===== config.mk =====
export PLATFORM = sky130hd
export DESIGN_NAME = mdec_adaptive
export DESIGN_NICKNAME = d
export VERILOG_FILES = /design/src/rtl/mdec_pkg.sv /design/src/rtl/mdec_line_sync.sv /design/src/rtl/mdec_gap_count.sv /design/src/rtl/mdec_ratio_chk.sv /design/src/rtl/mdec_tracker.sv /design/src/rtl/mdec_adaptive.sv
export SDC_FILE = /design/constraint.sdc
export NUM_CORES = 1
export LEC_CHECK = 0
export BUFFER_PORTS_ARGS = -buffer_cell sky130_fd_sc_hd__buf_2
export CELL_PAD_IN_SITES_DETAIL_PLACEMENT = 2
export CELL_PAD_IN_SITES_GLOBAL_PLACEMENT = 2
export CORE_ASPECT_RATIO = 1.75
export CORE_MARGIN = 2
export CORE_UTILIZATION = 40
export CTS_CLUSTER_DIAMETER = 150
export DETAILED_ROUTE_END_ITERATION = 8
export PLACE_DENSITY_LB_ADDON = 0.08
export SYNTH_ARGS = -nofsm -noshare
export SYNTH_HDL_FRONTEND = slang
export SYNTH_SLANG_ARGS = --single-unit

===== constraint.sdc =====
create_clock -name clk -period 5.6 [get_ports clk]
set_input_delay 1.12 -clock clk [delete_from_list [all_inputs] [get_ports clk]]
set_output_delay 1.12 -clock clk [all_outputs]
set_load 0.01 [all_outputs]

===== src/rtl/mdec_pkg.sv =====
package mdec_pkg;
  typedef enum logic {
    ST_ACQ   = 1'b0,
    ST_TRACK = 1'b1
  } trk_state_e;
endpackage


===== src/rtl/mdec_line_sync.sv =====
// Brings the asynchronous line into the clock domain and flags transitions.
module mdec_line_sync #(
  parameter int SYNC_STAGES = 2
) (
  input  logic clk,
  input  logic rst,
  input  logic line_in,
  output logic edge_o,
  output logic rise_o
);
  localparam int SH_W = SYNC_STAGES + 1;

  logic [SH_W-1:0] sh_q;

  always_ff @(posedge clk) begin
    if (rst) sh_q <= '0;
    else     sh_q <= {sh_q[SH_W-2:0], line_in};
  end

  // sh_q[SYNC_STAGES-1] is the settled sample, sh_q[SYNC_STAGES] the one before
  assign edge_o = sh_q[SYNC_STAGES-1] ^ sh_q[SYNC_STAGES];
  assign rise_o = sh_q[SYNC_STAGES-1] & ~sh_q[SYNC_STAGES];
endmodule


===== src/rtl/mdec_gap_count.sv =====
// Counts clocks since the previous transition; sticks at all-ones.
module mdec_gap_count #(
  parameter int CNT_W = 12
) (
  input  logic             clk,
  input  logic             rst,
  input  logic             edge_i,
  output logic [CNT_W-1:0] gap_o,
  output logic             gap_sat_o
);
  localparam logic [CNT_W-1:0] CNT_MAX = '1;
  localparam logic [CNT_W-1:0] CNT_ONE = CNT_W'(1);

  logic [CNT_W-1:0] cnt_q;

  always_ff @(posedge clk) begin
    if (rst)                 cnt_q <= CNT_MAX;  // unknown age counts as saturated
    else if (edge_i)         cnt_q <= CNT_ONE;
    else if (cnt_q != CNT_MAX) cnt_q <= cnt_q + CNT_ONE;
  end

  assign gap_o     = cnt_q;
  assign gap_sat_o = (cnt_q == CNT_MAX);
endmodule


===== src/rtl/mdec_ratio_chk.sv =====
// Decides whether (prev, cur) is a short/long pair with long about twice short.
module mdec_ratio_chk #(
  parameter int CNT_W    = 12,
  parameter int MIN_HALF = 2
) (
  input  logic [CNT_W-1:0] short_i,
  input  logic             short_ok_i,
  input  logic [CNT_W-1:0] long_i,
  input  logic             long_ok_i,
  output logic             pair_ok_o
);
  localparam int EW = CNT_W + 3;

  logic [EW-1:0] long_x2, short_x3, short_x5;

  always_comb begin
    long_x2   = EW'(long_i) << 1;
    short_x3  = EW'(short_i) * EW'(3);
    short_x5  = EW'(short_i) * EW'(5);
    pair_ok_o = short_ok_i && long_ok_i &&
                (short_i >= CNT_W'(MIN_HALF)) &&
                (long_x2 >= short_x3) && (long_x2 <= short_x5);
  end
endmodule


===== src/rtl/mdec_tracker.sv =====
// Acquisition and tracking state machine with blanking and bit decision.
module mdec_tracker
  import mdec_pkg::*;
#(
  parameter int CNT_W = 12
) (
  input  logic             clk,
  input  logic             rst,
  input  logic             edge_i,
  input  logic             rise_i,
  input  logic [CNT_W-1:0] gap_i,
  input  logic             gap_sat_i,
  input  logic             pair_ok_i,
  output logic [CNT_W-1:0] prev_o,
  output logic             prev_ok_o,
  output logic             bit_o,
  output logic             vld_o,
  output logic             lock_o,
  output logic [CNT_W-1:0] half_o
);
  localparam int MW = CNT_W + 2;
  localparam logic [MW-1:0] MID_MAX = '1;
  localparam logic [MW-1:0] MID_ONE = MW'(1);

  trk_state_e       st_q;
  logic [CNT_W-1:0] prev_q, half_q;
  logic             prev_ok_q, bit_q, vld_q, lock_q;
  logic [MW-1:0]    mid_cnt_q;
  logic [MW-1:0]    blank_w, limit_w;
  logic             too_short;

  always_comb begin
    blank_w   = MW'(half_q) + MW'(half_q >> 1);     // 1.5 half periods
    limit_w   = MW'(half_q) * MW'(3);               // 3 half periods
    too_short = gap_i < (half_q >> 1);
  end

  always_ff @(posedge clk) begin
    if (rst) begin
      st_q      <= ST_ACQ;
      prev_q    <= '0;
      prev_ok_q <= 1'b0;
      half_q    <= '0;
      mid_cnt_q <= '0;
      bit_q     <= 1'b0;
      vld_q     <= 1'b0;
      lock_q    <= 1'b0;
    end else begin
      vld_q <= 1'b0;
      case (st_q)
        ST_ACQ: begin
          if (edge_i) begin
            if (pair_ok_i) begin
              st_q      <= ST_TRACK;
              half_q    <= prev_q;
              mid_cnt_q <= MID_ONE;
              bit_q     <= rise_i;
              vld_q     <= 1'b1;
              lock_q    <= 1'b1;
            end else begin
              prev_q    <= gap_i;
              prev_ok_q <= ~gap_sat_i;
            end
          end
        end
        ST_TRACK: begin
          if (mid_cnt_q != MID_MAX) mid_cnt_q <= mid_cnt_q + MID_ONE;
          if (edge_i) begin
            if (too_short) begin
              st_q      <= ST_ACQ;
              lock_q    <= 1'b0;
              half_q    <= '0;
              prev_q    <= '0;
              prev_ok_q <= 1'b0;
            end else if (mid_cnt_q >= blank_w) begin
              bit_q     <= rise_i;
              vld_q     <= 1'b1;
              mid_cnt_q <= MID_ONE;
            end
          end else if (mid_cnt_q > limit_w) begin
            st_q      <= ST_ACQ;
            lock_q    <= 1'b0;
            half_q    <= '0;
            prev_q    <= '0;
            prev_ok_q <= 1'b0;
          end
        end
        default: st_q <= ST_ACQ;
      endcase
    end
  end

  assign prev_o    = prev_q;
  assign prev_ok_o = prev_ok_q;
  assign bit_o     = bit_q;
  assign vld_o     = vld_q;
  assign lock_o    = lock_q;
  assign half_o    = half_q;
endmodule


===== src/rtl/mdec_adaptive.sv =====
module mdec_adaptive #(
  parameter int CNT_W       = 12,
  parameter int MIN_HALF    = 2,
  parameter int SYNC_STAGES = 2
) (
  input  logic             clk,
  input  logic             rst,
  input  logic             line_in,
  output logic             bit_out,
  output logic             bit_vld,
  output logic             locked,
  output logic [CNT_W-1:0] half_per
);
  logic             edge_w, rise_w, gap_sat_w, pair_ok_w, prev_ok_w;
  logic [CNT_W-1:0] gap_w, prev_w;

  mdec_line_sync #(.SYNC_STAGES(SYNC_STAGES)) u_sync (
    .clk(clk), .rst(rst), .line_in(line_in),
    .edge_o(edge_w), .rise_o(rise_w)
  );

  mdec_gap_count #(.CNT_W(CNT_W)) u_gap (
    .clk(clk), .rst(rst), .edge_i(edge_w),
    .gap_o(gap_w), .gap_sat_o(gap_sat_w)
  );

  mdec_ratio_chk #(.CNT_W(CNT_W), .MIN_HALF(MIN_HALF)) u_ratio (
    .short_i(prev_w), .short_ok_i(prev_ok_w),
    .long_i(gap_w), .long_ok_i(~gap_sat_w),
    .pair_ok_o(pair_ok_w)
  );

  mdec_tracker #(.CNT_W(CNT_W)) u_trk (
    .clk(clk), .rst(rst), .edge_i(edge_w), .rise_i(rise_w),
    .gap_i(gap_w), .gap_sat_i(gap_sat_w), .pair_ok_i(pair_ok_w),
    .prev_o(prev_w), .prev_ok_o(prev_ok_w),
    .bit_o(bit_out), .vld_o(bit_vld), .lock_o(locked), .half_o(half_per)
  );
endmodule


==> results.txt, run 1 <==
----------------------------------------------------
[Pwr]
  Pwr Density ... 392 mW/mm^2
  Leak pwr ... 2.84 nW
  Largest voltage drop on the vdd net ... 0.155 mV
  Overall power consumption ... 0.00243 W

[Synth]
  Synth Net Count ... 765
  Cell area after technology mapping ... 0.00558 mm^2
  Synth async-reset ratio ... 0
  Sequential element share of the synthesized area ... 0.208
  Post-synthesis instance total ... 646
  Register bit count reported by yosys ... 58
  Count of flip-flops with a built-in enable after synthesis ... 0
  Synthesis warning total ... 0
  Synth Area per Inst ... 8.64 um^2
  Number of unique standard cell types used by synthesis ... 64
  Most used flip-flop cell after synthesis ... sky130_fd_sc_hd__dfxtp_1

[Timing]
  Min Tclk post-route ... 5200 ps
  Post-route clock skew ... 7.72 ps
  Top achievable clock speed ... 192 MHz
  Tightest Pin Transition ... 1040 ps
  Max-slew violation count ... 0
  Final count of hold timing violations ... 0
  RSZ-0062 raised after global routing ... no
  Share of the cycle needed by the critical path after routing ... 0.929
  Total of endpoints with negative setup slack in the final report ... 0
  Headroom to the max-slew limit ... 0.300
  Final critical-path setup slack ... 397 ps
  Setup TNS Final ... 0 ps

[Floorplan]
  Initial Util ... 0.405
  Die footprint ... 0.0149 mm^2
  Number of rows in the core area ... 57
  Number of top-level design ports ... 18
  Y dimension of the die ... 160 um
  Area of the core ... 0.0138 mm^2
  Die width ... 93.3 um

[Global route]
  Wire length of the first global-routing pass ... 31400 um
  Global routing usage on met1 ... 0.261
  Overflow after GRT ... 0
  Grt met3 use ... 0.0259
  Maximum number of pins on one net before global-route repair ... 29
  Number of global-route vias before repair ... 5872
  Met2 GRT Util ... 0.553
  Initial antenna violation count ... 0
  Layer carrying the most global-route usage ... met2
  GRT Total Usage ... 0.272

[Clock network]
  CTS H-tree depth ... 3
  TritonCTS Buffers ... 9
  Maximum clock path buffer count ... 2
  Clock latency of the later-clocked register in the worst-skew pair ... 330 ps
  Clk sink count ... 58
  Root Buffer Master ... sky130_fd_sc_hd__clkbuf_16
  Clock transition at the registers of the reported paths ... 60 ps
  CTS tree ... yes

[Job]
  Maximum capacitance violations ... 0

[Placement]
  Port Buffers ... 17
  Cell total after placement ... 834
  Detailed Place HPWL ... 15200 um
  Placer's final routability congestion estimate ... 0.914
  Worst setup slack before clock tree synthesis ... 358 ps

[Cells and area]
  Core Util, Final ... 0.451
  Fill cell total of the finished layout ... 1556
  Area Overhead vs Synth ... 11.2%
  Final Net Count ... 788
  Share of cells above drive strength 1 ... 0.0994
  Cell Count, Final, Fillers Out ... 851
  Highest-count cells in the layout ignoring fill and taps ... sky130_fd_sc_hd__ha_1, sky130_fd_sc_hd__dfxtp_1, sky130_fd_sc_hd__nand2_1, sky130_fd_sc_hd__nor2_1, sky130_fd_sc_hd__inv_1
  Antenna Diode Count ... 0
  Most common cell after layout, fill and taps aside ... sky130_fd_sc_hd__ha_1

[Critical path]
  Arrival time at the worst endpoint ... 5470 ps
  Data required time at the worst endpoint ... 5870 ps
  Flop2flop setup slack ... 400 ps
  Crit path capture type ... flop
  List of cells traversed by the critical path ... ha_1 > ha_1 > fa_1 > a211oi_1 > o21ai_0 > a21oi_1 > xor2_1 > ha_1 > nor3_1 > or3_1 > a2111oi_0 > o21ai_0 > nor4bb_2 > buf_4 > o31ai_1 > or2_2 > o31ai_2 > a22o_2
  Cell seen most often among critical-path stages ... sky130_fd_sc_hd__ha_1
  Type of origin of the critical path ... flop
  Maximum fanout count along the critical path ... 13
  Delay of the slowest cell on the worst path ... 530 ps
  Number of cells on the worst reg-to-reg path ... 18
  Category of the most critical setup path ... flop to flop
  Crit path max-delay cell type ... sky130_fd_sc_hd__dfxtp_1

[Drt]
  Vias per std cell ... 6.08
  Remaining design rule violation count ... 0
  DR iter-0 viols ... 145
  DRT Wirelength ... 19500 um
  Routed wire per std cell ... 22.9 um
  DR pass1 iterations ... 5
  Overall via count from detail_route ... 5175
  Number of antenna-violating nets in the routed design ... 0

[Status]
  Result of the run ... finished, final reports clean

[Hold path]
  Min-delay worst type ... flop to flop
  Hold-critical path depth ... 1

----------------------------------------------------
Yosys cell counts (4+ instances only):
| cell type | instances | area, um^2 |
|---|---|---|
| sky130_fd_sc_hd__a211o_1 | 6 | 52.6 |
| sky130_fd_sc_hd__a211oi_1 | 10 | 75.1 |
| sky130_fd_sc_hd__a21o_1 | 27 | 203 |
| sky130_fd_sc_hd__a21oi_1 | 34 | 170 |
| sky130_fd_sc_hd__a22o_1 | 19 | 166 |
| sky130_fd_sc_hd__a22o_2 | 10 | 100 |
| sky130_fd_sc_hd__a31oi_1 | 6 | 37.5 |
| sky130_fd_sc_hd__a41oi_1 | 4 | 35.0 |
| sky130_fd_sc_hd__and2_1 | 6 | 37.5 |
| sky130_fd_sc_hd__and3_1 | 8 | 50.1 |
| sky130_fd_sc_hd__clkbuf_1 | 10 | 37.5 |
| sky130_fd_sc_hd__dfxtp_1 | 58 | 1160 |
| sky130_fd_sc_hd__ha_1 | 113 | 1410 |
| sky130_fd_sc_hd__inv_1 | 39 | 146 |
| sky130_fd_sc_hd__mux2i_1 | 5 | 50.1 |
| sky130_fd_sc_hd__nand2_1 | 42 | 158 |
| sky130_fd_sc_hd__nand2b_1 | 9 | 56.3 |
| sky130_fd_sc_hd__nand3_1 | 16 | 80.1 |
| sky130_fd_sc_hd__nand3b_1 | 4 | 30.0 |
| sky130_fd_sc_hd__nand4_1 | 12 | 75.1 |
| sky130_fd_sc_hd__nor2_1 | 42 | 158 |
| sky130_fd_sc_hd__nor2b_1 | 12 | 75.1 |
| sky130_fd_sc_hd__nor3_1 | 9 | 45.0 |
| sky130_fd_sc_hd__nor4_1 | 4 | 25.0 |
| sky130_fd_sc_hd__o21a_1 | 6 | 45.0 |
| sky130_fd_sc_hd__o21ai_0 | 35 | 175 |
| sky130_fd_sc_hd__o21bai_1 | 8 | 60.1 |
| sky130_fd_sc_hd__or3_1 | 4 | 25.0 |
| sky130_fd_sc_hd__xnor2_1 | 18 | 158 |
| sky130_fd_sc_hd__xor2_1 | 18 | 158 |
sequential cells by signal, summed over array words and instances, names as in the netlist:
name / flops
u_trk.lock_o: 1
u_trk.vld_o: 1
u_gap.gap_o: 12
u_sync.sh_q: 3
u_trk.prev_o: 12
u_trk.st_q: 1
u_trk.half_o: 12
u_trk.mid_cnt_q: 14
u_trk.bit_o: 1
u_trk.prev_ok_o: 1
timing repair:
action	in CTS	in global routing
setup buffers	0	1
gates resized for setup	0	1
hold buffers	0	0
endpoints found under the setup margin	0	33
logic make-up (layout without fill, tap and decap cells):
| group | Yosys count | in the layout | synth area share |
|---|---|---|---|
| compound gates | 193 | 193 | 0.248 |
| simple gates | 182 | 182 | 0.170 |
| fa+ha+maj | 118 | 118 | 0.268 |
| flops | 58 | 58 | 0.208 |
| buf+inv | 54 | 82 | 0.0406 |
| xor+xnor | 36 | 36 | 0.0565 |
| mux | 5 | 5 | 0.00897 |
cell type report:
type	instances	area, um^2	area share
well taps	177	221	0.0357
multi-input cells	534	4200	0.678
flip-flops and latches	58	1160	0.187
clock inverters	6	72.6	0.0117
clock buffers	10	239	0.0385
inverters	39	146	0.0236
repair buffers	27	160	0.0258
path summary, 6_finish.rpt:
| check | from | to |
|---|---|---|
| min | u_trk.lock_o | u_trk.lock_o |
| max reg2reg | u_trk.prev_o[1] | u_trk.half_o[3] |
| max | u_trk.prev_o[1] | u_trk.half_o[3] |
| min reg2reg | u_trk.lock_o | u_trk.lock_o |
per-stage QoR:
stage	instance area [um^2]	hold slack [ps]
after global placement	5880	417
after global routing	6200	485
final	6200	460
after detailed placement	5880	451
after floorplan	5580	414
after CTS	6190	463
worst max-delay path, delay by kind of cell, from the launching register on:
| family | cells | cell delay (ps) |
|---|---|---|
| AO/OA/AOI/OAI | 8 | 2000 |
| adder cells (fa/ha/maj) | 4 | 1300 |
| AND/OR/NAND/NOR | 4 | 1040 |
| flip-flops | 1 | 530 |
| buffers and inverters | 1 | 170 |
| XOR/XNOR | 1 | 90 |
routing by layer:
layer / vias up / part of all wire
met3: 43 / 0.019
met2: 84 / 0.59
met1: 2603 / 0.35
li1: 2445 / -
met5: - / 0
met4: 0 / 0.043
power breakdown:
part	leakage [nW]	internal (W)	switching, W	total, W
sequential	0.474	0.000475	0.000186	0.000662
combinational	2.22	0.000529	0.000661	0.00119
clock	0.150	0.000362	0.000217	0.000579
total	2.84	0.00137	0.00106	0.00243
(Power assumes the default switching activity.)
==> inputs of run 2 (changes only) <==
--- a/config.mk
+++ b/config.mk
@@ -10,7 +10,7 @@
 export CELL_PAD_IN_SITES_GLOBAL_PLACEMENT = 2
 export CORE_ASPECT_RATIO = 1.75
 export CORE_MARGIN = 2
-export CORE_UTILIZATION = 40
+export CORE_UTILIZATION = 36
 export CTS_CLUSTER_DIAMETER = 150
 export DETAILED_ROUTE_END_ITERATION = 8
 export PLACE_DENSITY_LB_ADDON = 0.08
==> constraint.sdc (replaced) <==
create_clock -name clk -period 4.4 [get_ports clk]
set_input_delay 0.88 -clock clk [delete_from_list [all_inputs] [get_ports clk]]
set_output_delay 0.88 -clock clk [all_outputs]
set_load 0.01 [all_outputs]
==> run 2 against run 1 <==
Net effect:
- the run now ends with setup timing left
- sequential share of layout area shrank 2.5 points
- total power increased by 52%
- non-clock buffer count is 76 higher
- clock skew increased by 6.2 ps
- largest power group unchanged
==> results.txt, run 2 (synthesis gave the netlist of run 1 again) <==
----------------------------------------------------
[Status]
  Result of the run ... finished, violations left
  Failing checks ... setup timing

[Cells and area]
  Antenna Diode Count ... 0 (unchanged)
  Highest-count cells in the layout ignoring fill and taps ... sky130_fd_sc_hd__ha_1, sky130_fd_sc_hd__buf_4, sky130_fd_sc_hd__dfxtp_1, sky130_fd_sc_hd__nand2_1, sky130_fd_sc_hd__nor2_1
  Final Net Count ... 864 (+9.6%)
  Most common cell after layout, fill and taps aside ... sky130_fd_sc_hd__ha_1
  Top register by number of flip-flops ... u_trk.mid_cnt_q
  Share of cells above drive strength 1 ... 0.265 (+0.166)
  Design area ... 0.00725 mm^2 (+17%)
  Area Overhead vs Synth ... 29.9%
  Largest register FFs ... 14 (unchanged)

[Timing]
  Setup TNS Final ... -3520 ps (-3520 ps)
  Final critical-path setup slack ... -178 ps (-574 ps)
  Max-slew violation count ... 0 (unchanged)
  Headroom to the max-slew limit ... 0.487 (+0.187)
  Share of the cycle needed by the critical path after routing ... 1.04 (+0.111)
  Top achievable clock speed ... 218 MHz (+14%)
  Post-route clock skew ... 13.9 ps (+6.20 ps)
  Tightest Pin Transition ... 769 ps (-274 ps)
  Total of endpoints with negative setup slack in the final report ... 39 (+39)
  Final count of hold timing violations ... 0 (unchanged)
  RSZ-0062 raised after global routing ... yes
  Min Tclk post-route ... 4580 ps (-626 ps)

[Placement]
  Detailed Place HPWL ... 16500 um (+8.2%)
  Port Buffers ... 17 (unchanged)
  Area post-placement ... 0.00632 mm^2 (+7.6%)
  Placer's final routability congestion estimate ... 0.816 (-11%)
  Worst setup slack before clock tree synthesis ... -302 ps (-659 ps)

[Floorplan]
  Number of rows in the core area ... 60 (+5.3%)
  Initial Util ... 0.366 (-0.0392)
  Y dimension of the die ... 169 um (+5.3%)
  Die footprint ... 0.0165 mm^2 (+11%)
  Die width ... 98.1 um (+5.2%)
  Number of top-level design ports ... 18 (unchanged)
  Area of the core ... 0.0152 mm^2 (+11%)

[Critical path]
  Maximum fanout count along the critical path ... 6 (-7)
  Data required time at the worst endpoint ... 4680 ps (-1190 ps)
  Category of the most critical setup path ... flop to flop
  Type of origin of the critical path ... flop
  Crit path capture type ... flop
  Arrival time at the worst endpoint ... 4860 ps (-610 ps)
  Worst setup path startpoint ... u_trk.prev_o[3]
  Startpoint of the worst register-to-register path ... u_trk.prev_o[3]

[Drt]
  DRT Wirelength ... 22900 um (+17%)
  DR iter-0 viols ... 140 (-3.4%)
  Number of antenna-violating nets in the routed design ... 0 (unchanged)
  Remaining design rule violation count ... 0 (unchanged)
  Routed wire per std cell ... 24.4 um (+6.6%)
  Vias per std cell ... 5.93 (-2.5%)
  DR pass1 iterations ... 4 (-1)
  Overall via count from detail_route ... 5547 (+7.2%)

[Global route]
  Initial antenna violation count ... 0 (unchanged)
  Number of global-route vias before repair ... 6191 (+5.4%)
  Wire length of the first global-routing pass ... 33500 um (+6.6%)
  Overflow after GRT ... 0 (unchanged)
  GRT Total Usage ... 0.258 (-0.0138)
  Maximum number of pins on one net before global-route repair ... 29 (unchanged)

[Clock network]
  TritonCTS Buffers ... 9 (unchanged)
  Post-CTS Hold Fix Bufs ... 0 (unchanged)
  CTS tree ... yes
  CTS H-tree depth ... 3 (unchanged)
  Clk sink count ... 58 (unchanged)
  Root Buffer Master ... sky130_fd_sc_hd__clkbuf_16
  Clock latency of the later-clocked register in the worst-skew pair ... 340 ps (about the same)
  Maximum clock path buffer count ... 2 (unchanged)
  Clock transition at the registers of the reported paths ... 60 ps (about the same)

[Hold path]
  Min-delay worst type ... flop to flop
  Hold path start ... u_sync.sh_q[0]

[Pwr]
  Largest voltage drop on the vdd net ... 0.305 mV (+97%)
  Leak pwr ... 3.29 nW (+16%)
  Pwr Density ... 511 mW/mm^2 (+30%)

[Job]
  Maximum capacitance violations ... 0 (unchanged)

----------------------------------------------------
[run 2: changes by cell type in the layout (fill, tap and decap cells not counted), sizes merged]
| cell | change |
|---|---|
| clkbuf | +3 |
| clkinv | +2 |
| inv | -4 |
| buf | +75 |
[run 2: path summary, 6_finish.rpt]
| check | endpoint | slack (ps) | depth (start not counted) |
|---|---|---|---|
| max | u_trk.half_o[6] | -180 | 20 |
| min | u_sync.sh_q[1] | 460 | 1 |
| max reg2reg | u_trk.half_o[6] | -180 | 20 |
| min reg2reg | u_sync.sh_q[1] | 460 | 1 |
[run 2: area by class of cell]
| type | instances | area [um^2] |
|---|---|---|
| clock buffer | 12 | 267 |
| clock inverter | 4 | 48.8 |
| fill | 1670 | 7990 |
| inverter | 39 | 150 |
| multi-input combinational | 534 | 4560 |
| sequential | 58 | 1170 |
| tap | 186 | 233 |
| timing repair buffer | 103 | 816 |
[run 2: per-layer routing]
layer | wire length (um) | GRT usage | vias up | share of wire
li1 | - | - | 2599 | -
met1 | 7820 | 0.249 | 2811 | 0.34
met2 | 13500 | 0.544 | 78 | 0.59
met3 | 290 | 0.0206 | 59 | 0.013
met4 | 1260 | 0.0978 | 0 | 0.055
met5 | 0 | 0 | - | 0
[run 2: power by group]
group,switching (W),internal (W),leakage [nW]
registers,0.000199,0.000610,0.477
clock network,0.000274,0.000484,0.159
logic,0.00115,0.000988,2.66
total,0.00162,0.00208,3.29
[run 2: stage by stage]
step	util	total power, W	hold WS (ps)	instances
global placement	0.415	0.00235	427	899
floorplan	-	0.00181	414	646
finish	0.476	0.00370	464	936
detailed placement	0.415	0.00249	454	899
global route	0.476	0.00393	489	936
CTS	0.456	0.00346	466	927
[run 2: timing repair]
| item | in CTS | in global routing |
|---|---|---|
| gates resized for setup | 52 | 43 |
| pin swaps | 31 | 26 |
| setup buffers | 12 | 9 |
| gates cloned | 1 | 1 |
| setup endpoints to repair | 41 | 42 |
[run 2: critical path, cell delays in order (launching register included)]
cell	delay, ps
sky130_fd_sc_hd__dfxtp_2	370
sky130_fd_sc_hd__ha_4	220
sky130_fd_sc_hd__ha_4	160
sky130_fd_sc_hd__fa_2	380
sky130_fd_sc_hd__a211oi_4	290
sky130_fd_sc_hd__o21ai_2	120
sky130_fd_sc_hd__a21oi_2	170
sky130_fd_sc_hd__xor2_1	220
sky130_fd_sc_hd__ha_2	260
sky130_fd_sc_hd__nor3_2	60
sky130_fd_sc_hd__or3_4	420
sky130_fd_sc_hd__a2111oi_4	360
sky130_fd_sc_hd__o21ai_2	110
sky130_fd_sc_hd__nor4bb_1	290
sky130_fd_sc_hd__buf_4	190
sky130_fd_sc_hd__buf_6	100
sky130_fd_sc_hd__o31ai_4	50
sky130_fd_sc_hd__or2_4	280
sky130_fd_sc_hd__o31ai_4	90
sky130_fd_sc_hd__clkbuf_16	220
sky130_fd_sc_hd__a22o_2	130
==> inputs of run 3 (changes only) <==
--- a/config.mk
+++ b/config.mk
@@ -14,6 +14,7 @@
 export CTS_CLUSTER_DIAMETER = 150
 export DETAILED_ROUTE_END_ITERATION = 8
 export PLACE_DENSITY_LB_ADDON = 0.08
+export REMOVE_ABC_BUFFERS = 1
 export SYNTH_ARGS = -nofsm -noshare
 export SYNTH_HDL_FRONTEND = slang
 export SYNTH_SLANG_ARGS = --single-unit
==> run 3 against run 2 <==
Net effect:
- the run still ends with setup timing left
- wire length increased by 16%
- first-iteration DRC count increased by 83%
- final area increased by 4.0%
- critical path type unchanged
==> results.txt, run 3 (synthesis gave the netlist of run 1 again) <==
----------------------------------------------------
[Clock network]
  CTS H-tree depth ... 3 (unchanged)
  Clock transition at the registers of the reported paths ... 80 ps (+20 ps)
  Clk sink count ... 58 (unchanged)
  Post-CTS Hold Fix Bufs ... 0 (unchanged)
  Clock latency of the later-clocked register in the worst-skew pair ... 360 ps (+20 ps)
  CTS tree ... yes
  Root Buffer Master ... sky130_fd_sc_hd__clkbuf_16
  Maximum clock path buffer count ... 2 (unchanged)
  TritonCTS Buffers ... 9 (unchanged)

[Pwr]
  Largest voltage drop on the vdd net ... 0.296 mV (-3.2%)
  Leak pwr ... 3.47 nW (+5.4%)
  Pwr Density ... 541 mW/mm^2 (+6.0%)
  Overall power consumption ... 0.00408 W (+10%)

[Critical path]
  Data required time at the worst endpoint ... 4590 ps (-90 ps)
  Flop2flop setup slack ... -690 ps (-510 ps)
  Crit path capture type ... flop
  Arrival time at the worst endpoint ... 5290 ps (+430 ps)
  Category of the most critical setup path ... flop to flop
  Maximum fanout count along the critical path ... 2 (-4)
  Type of origin of the critical path ... flop

[Floorplan]
  Number of top-level design ports ... 18 (unchanged)
  Die footprint ... 0.0165 mm^2 (unchanged)
  Die width ... 98.1 um (unchanged)
  Area of the core ... 0.0152 mm^2 (unchanged)
  Initial Util ... 0.366 (unchanged)
  Y dimension of the die ... 169 um (unchanged)
  Number of rows in the core area ... 60 (unchanged)

[Timing]
  RSZ-0062 raised after global routing ... yes
  Final count of hold timing violations ... 0 (unchanged)
  Share of the cycle needed by the critical path after routing ... 1.16 (+0.117)
  Tightest Pin Transition ... 809 ps (+40.0 ps)
  Post-route clock skew ... 23.9 ps (+10.0 ps)
  Min Tclk post-route ... 5090 ps (+515 ps)
  Headroom to the max-slew limit ... 0.460 (-0.0266)
  Final critical-path setup slack ... -693 ps (-515 ps)
  Max-slew violation count ... 0 (unchanged)
  Top achievable clock speed ... 196 MHz (-10%)
  Total of endpoints with negative setup slack in the final report ... 43 (+10%)

[Global route]
  Wire length of the first global-routing pass ... 38700 um (+15%)
  Maximum number of pins on one net before global-route repair ... 30 (+3.4%)
  GRT Total Usage ... 0.307 (+0.0488)
  Number of global-route vias before repair ... 6681 (+7.9%)
  Initial antenna violation count ... 0 (unchanged)
  Overflow after GRT ... 0 (unchanged)

[Drt]
  DR pass1 iterations ... 4 (unchanged)
  DR iter-0 viols ... 256 (+83%)
  Overall via count from detail_route ... 5894 (+6.3%)
  Vias per std cell ... 6.09 (+2.7%)
  Routed wire per std cell ... 27.5 um (+13%)
  Number of antenna-violating nets in the routed design ... 0 (unchanged)
  Remaining design rule violation count ... 0 (unchanged)
  DRT Wirelength ... 26700 um (+16%)

[Cells and area]
  Most common cell after layout, fill and taps aside ... sky130_fd_sc_hd__buf_4
  Top register by number of flip-flops ... u_trk.mid_cnt_q
  Antenna Diode Count ... 0 (unchanged)
  Core Util, Final ... 0.494 (+0.0189)
  Share of cells above drive strength 1 ... 0.301 (+0.0352)
  Area Overhead vs Synth ... 35.1%
  Highest-count cells in the layout ignoring fill and taps ... sky130_fd_sc_hd__buf_4, sky130_fd_sc_hd__ha_1, sky130_fd_sc_hd__dfxtp_1, sky130_fd_sc_hd__nand2_1, sky130_fd_sc_hd__nor2_1
  Final Net Count ... 897 (+3.8%)
  Cell Count, Final, Fillers Out ... 968 (+3.4%)
  Largest register FFs ... 14 (unchanged)

[Placement]
  Detailed Place HPWL ... 17100 um (+3.8%)
  Placer's final routability congestion estimate ... 0.842 (+3.2%)
  Port Buffers ... 17 (unchanged)
  Cell total after placement ... 928 (+3.2%)

[Status]
  Result of the run ... finished, violations left
  Failing checks ... setup timing

[Job]
  Maximum capacitance violations ... 0 (unchanged)

[Hold path]
  Min-delay worst type ... flop to flop

----------------------------------------------------
==> run 3: area by class of cell <==
class,count,area (um^2)
Fill cell,1644,7700
Multi-Input combinational cell,535,4600
Sequential cell,58,1180
Timing Repair Buffer,135,1060
Clock buffer,10,239
Tap cell,186,233
Inverter,39,149
Clock inverter,5,78.8
==> run 3: path summary, 6_finish.rpt <==
path	startpoint	endpoint	depth (start not counted)
max	u_trk.prev_o[3]	u_trk.bit_o	20
min	u_sync.sh_q[0]	u_sync.sh_q[1]	1
max reg2reg	u_trk.prev_o[3]	u_trk.bit_o	20
min reg2reg	u_sync.sh_q[0]	u_sync.sh_q[1]	1
==> run 3: report_power, final <==
group	switching [W]	internal [W]	leakage (nW)	total, W
sequential	0.000218	0.000611	0.477	0.000829
combinational	0.00130	0.00113	2.84	0.00244
clock	0.000304	0.000508	0.158	0.000812
total	0.00182	0.00225	3.47	0.00408
==> run 3: critical path: stages, from the launching register on <==
cell and delay [ps]:
sky130_fd_sc_hd__dfxtp_4 430, sky130_fd_sc_hd__ha_4 240, sky130_fd_sc_hd__ha_4 180, sky130_fd_sc_hd__fa_2 390, sky130_fd_sc_hd__a211oi_4 290, sky130_fd_sc_hd__o21ai_2 110
sky130_fd_sc_hd__a21oi_2 160, sky130_fd_sc_hd__xor2_1 90, sky130_fd_sc_hd__ha_1 340, sky130_fd_sc_hd__nor3_2 70, sky130_fd_sc_hd__or3_4 400, sky130_fd_sc_hd__a2111oi_4 500
sky130_fd_sc_hd__o21ai_1 200, sky130_fd_sc_hd__nor4bb_1 360, sky130_fd_sc_hd__buf_4 200, sky130_fd_sc_hd__buf_6 100, sky130_fd_sc_hd__nor3_2 50, sky130_fd_sc_hd__o41ai_2 370
sky130_fd_sc_hd__buf_4 190, sky130_fd_sc_hd__mux2i_1 180, sky130_fd_sc_hd__nor2_1 60
==> run 3: routing by layer <==
| layer | share of wire | up-vias | global-route usage |
|---|---|---|---|
| li1 | - | 2672 | - |
| met1 | 0.34 | 2952 | 0.275 |
| met2 | 0.55 | 158 | 0.608 |
| met3 | 0.028 | 112 | 0.0343 |
| met4 | 0.082 | 0 | 0.232 |
| met5 | 0 | - | 0 |
==> run 3: through the flow <==
stage	setup WS [ps]	setup TNS, ps	cell area [um^2]	hold slack [ps]
floorplan	-503	-6540	5500	414
finish	-693	-23890	7530	465
CTS	-134	-2810	7310	463
global route	-745	-25420	7530	477
global placement	-498	-15280	6540	422
detailed placement	-763	-24930	6540	449
==> run 3: repair_timing <==
action / 4_1_cts / 5_1_grt
setup buffers: 17 / 7
gates cloned: 1 / 1
setup endpoints to repair: 43 / 43
pin swaps: 37 / 37
resized for setup: 67 / 30
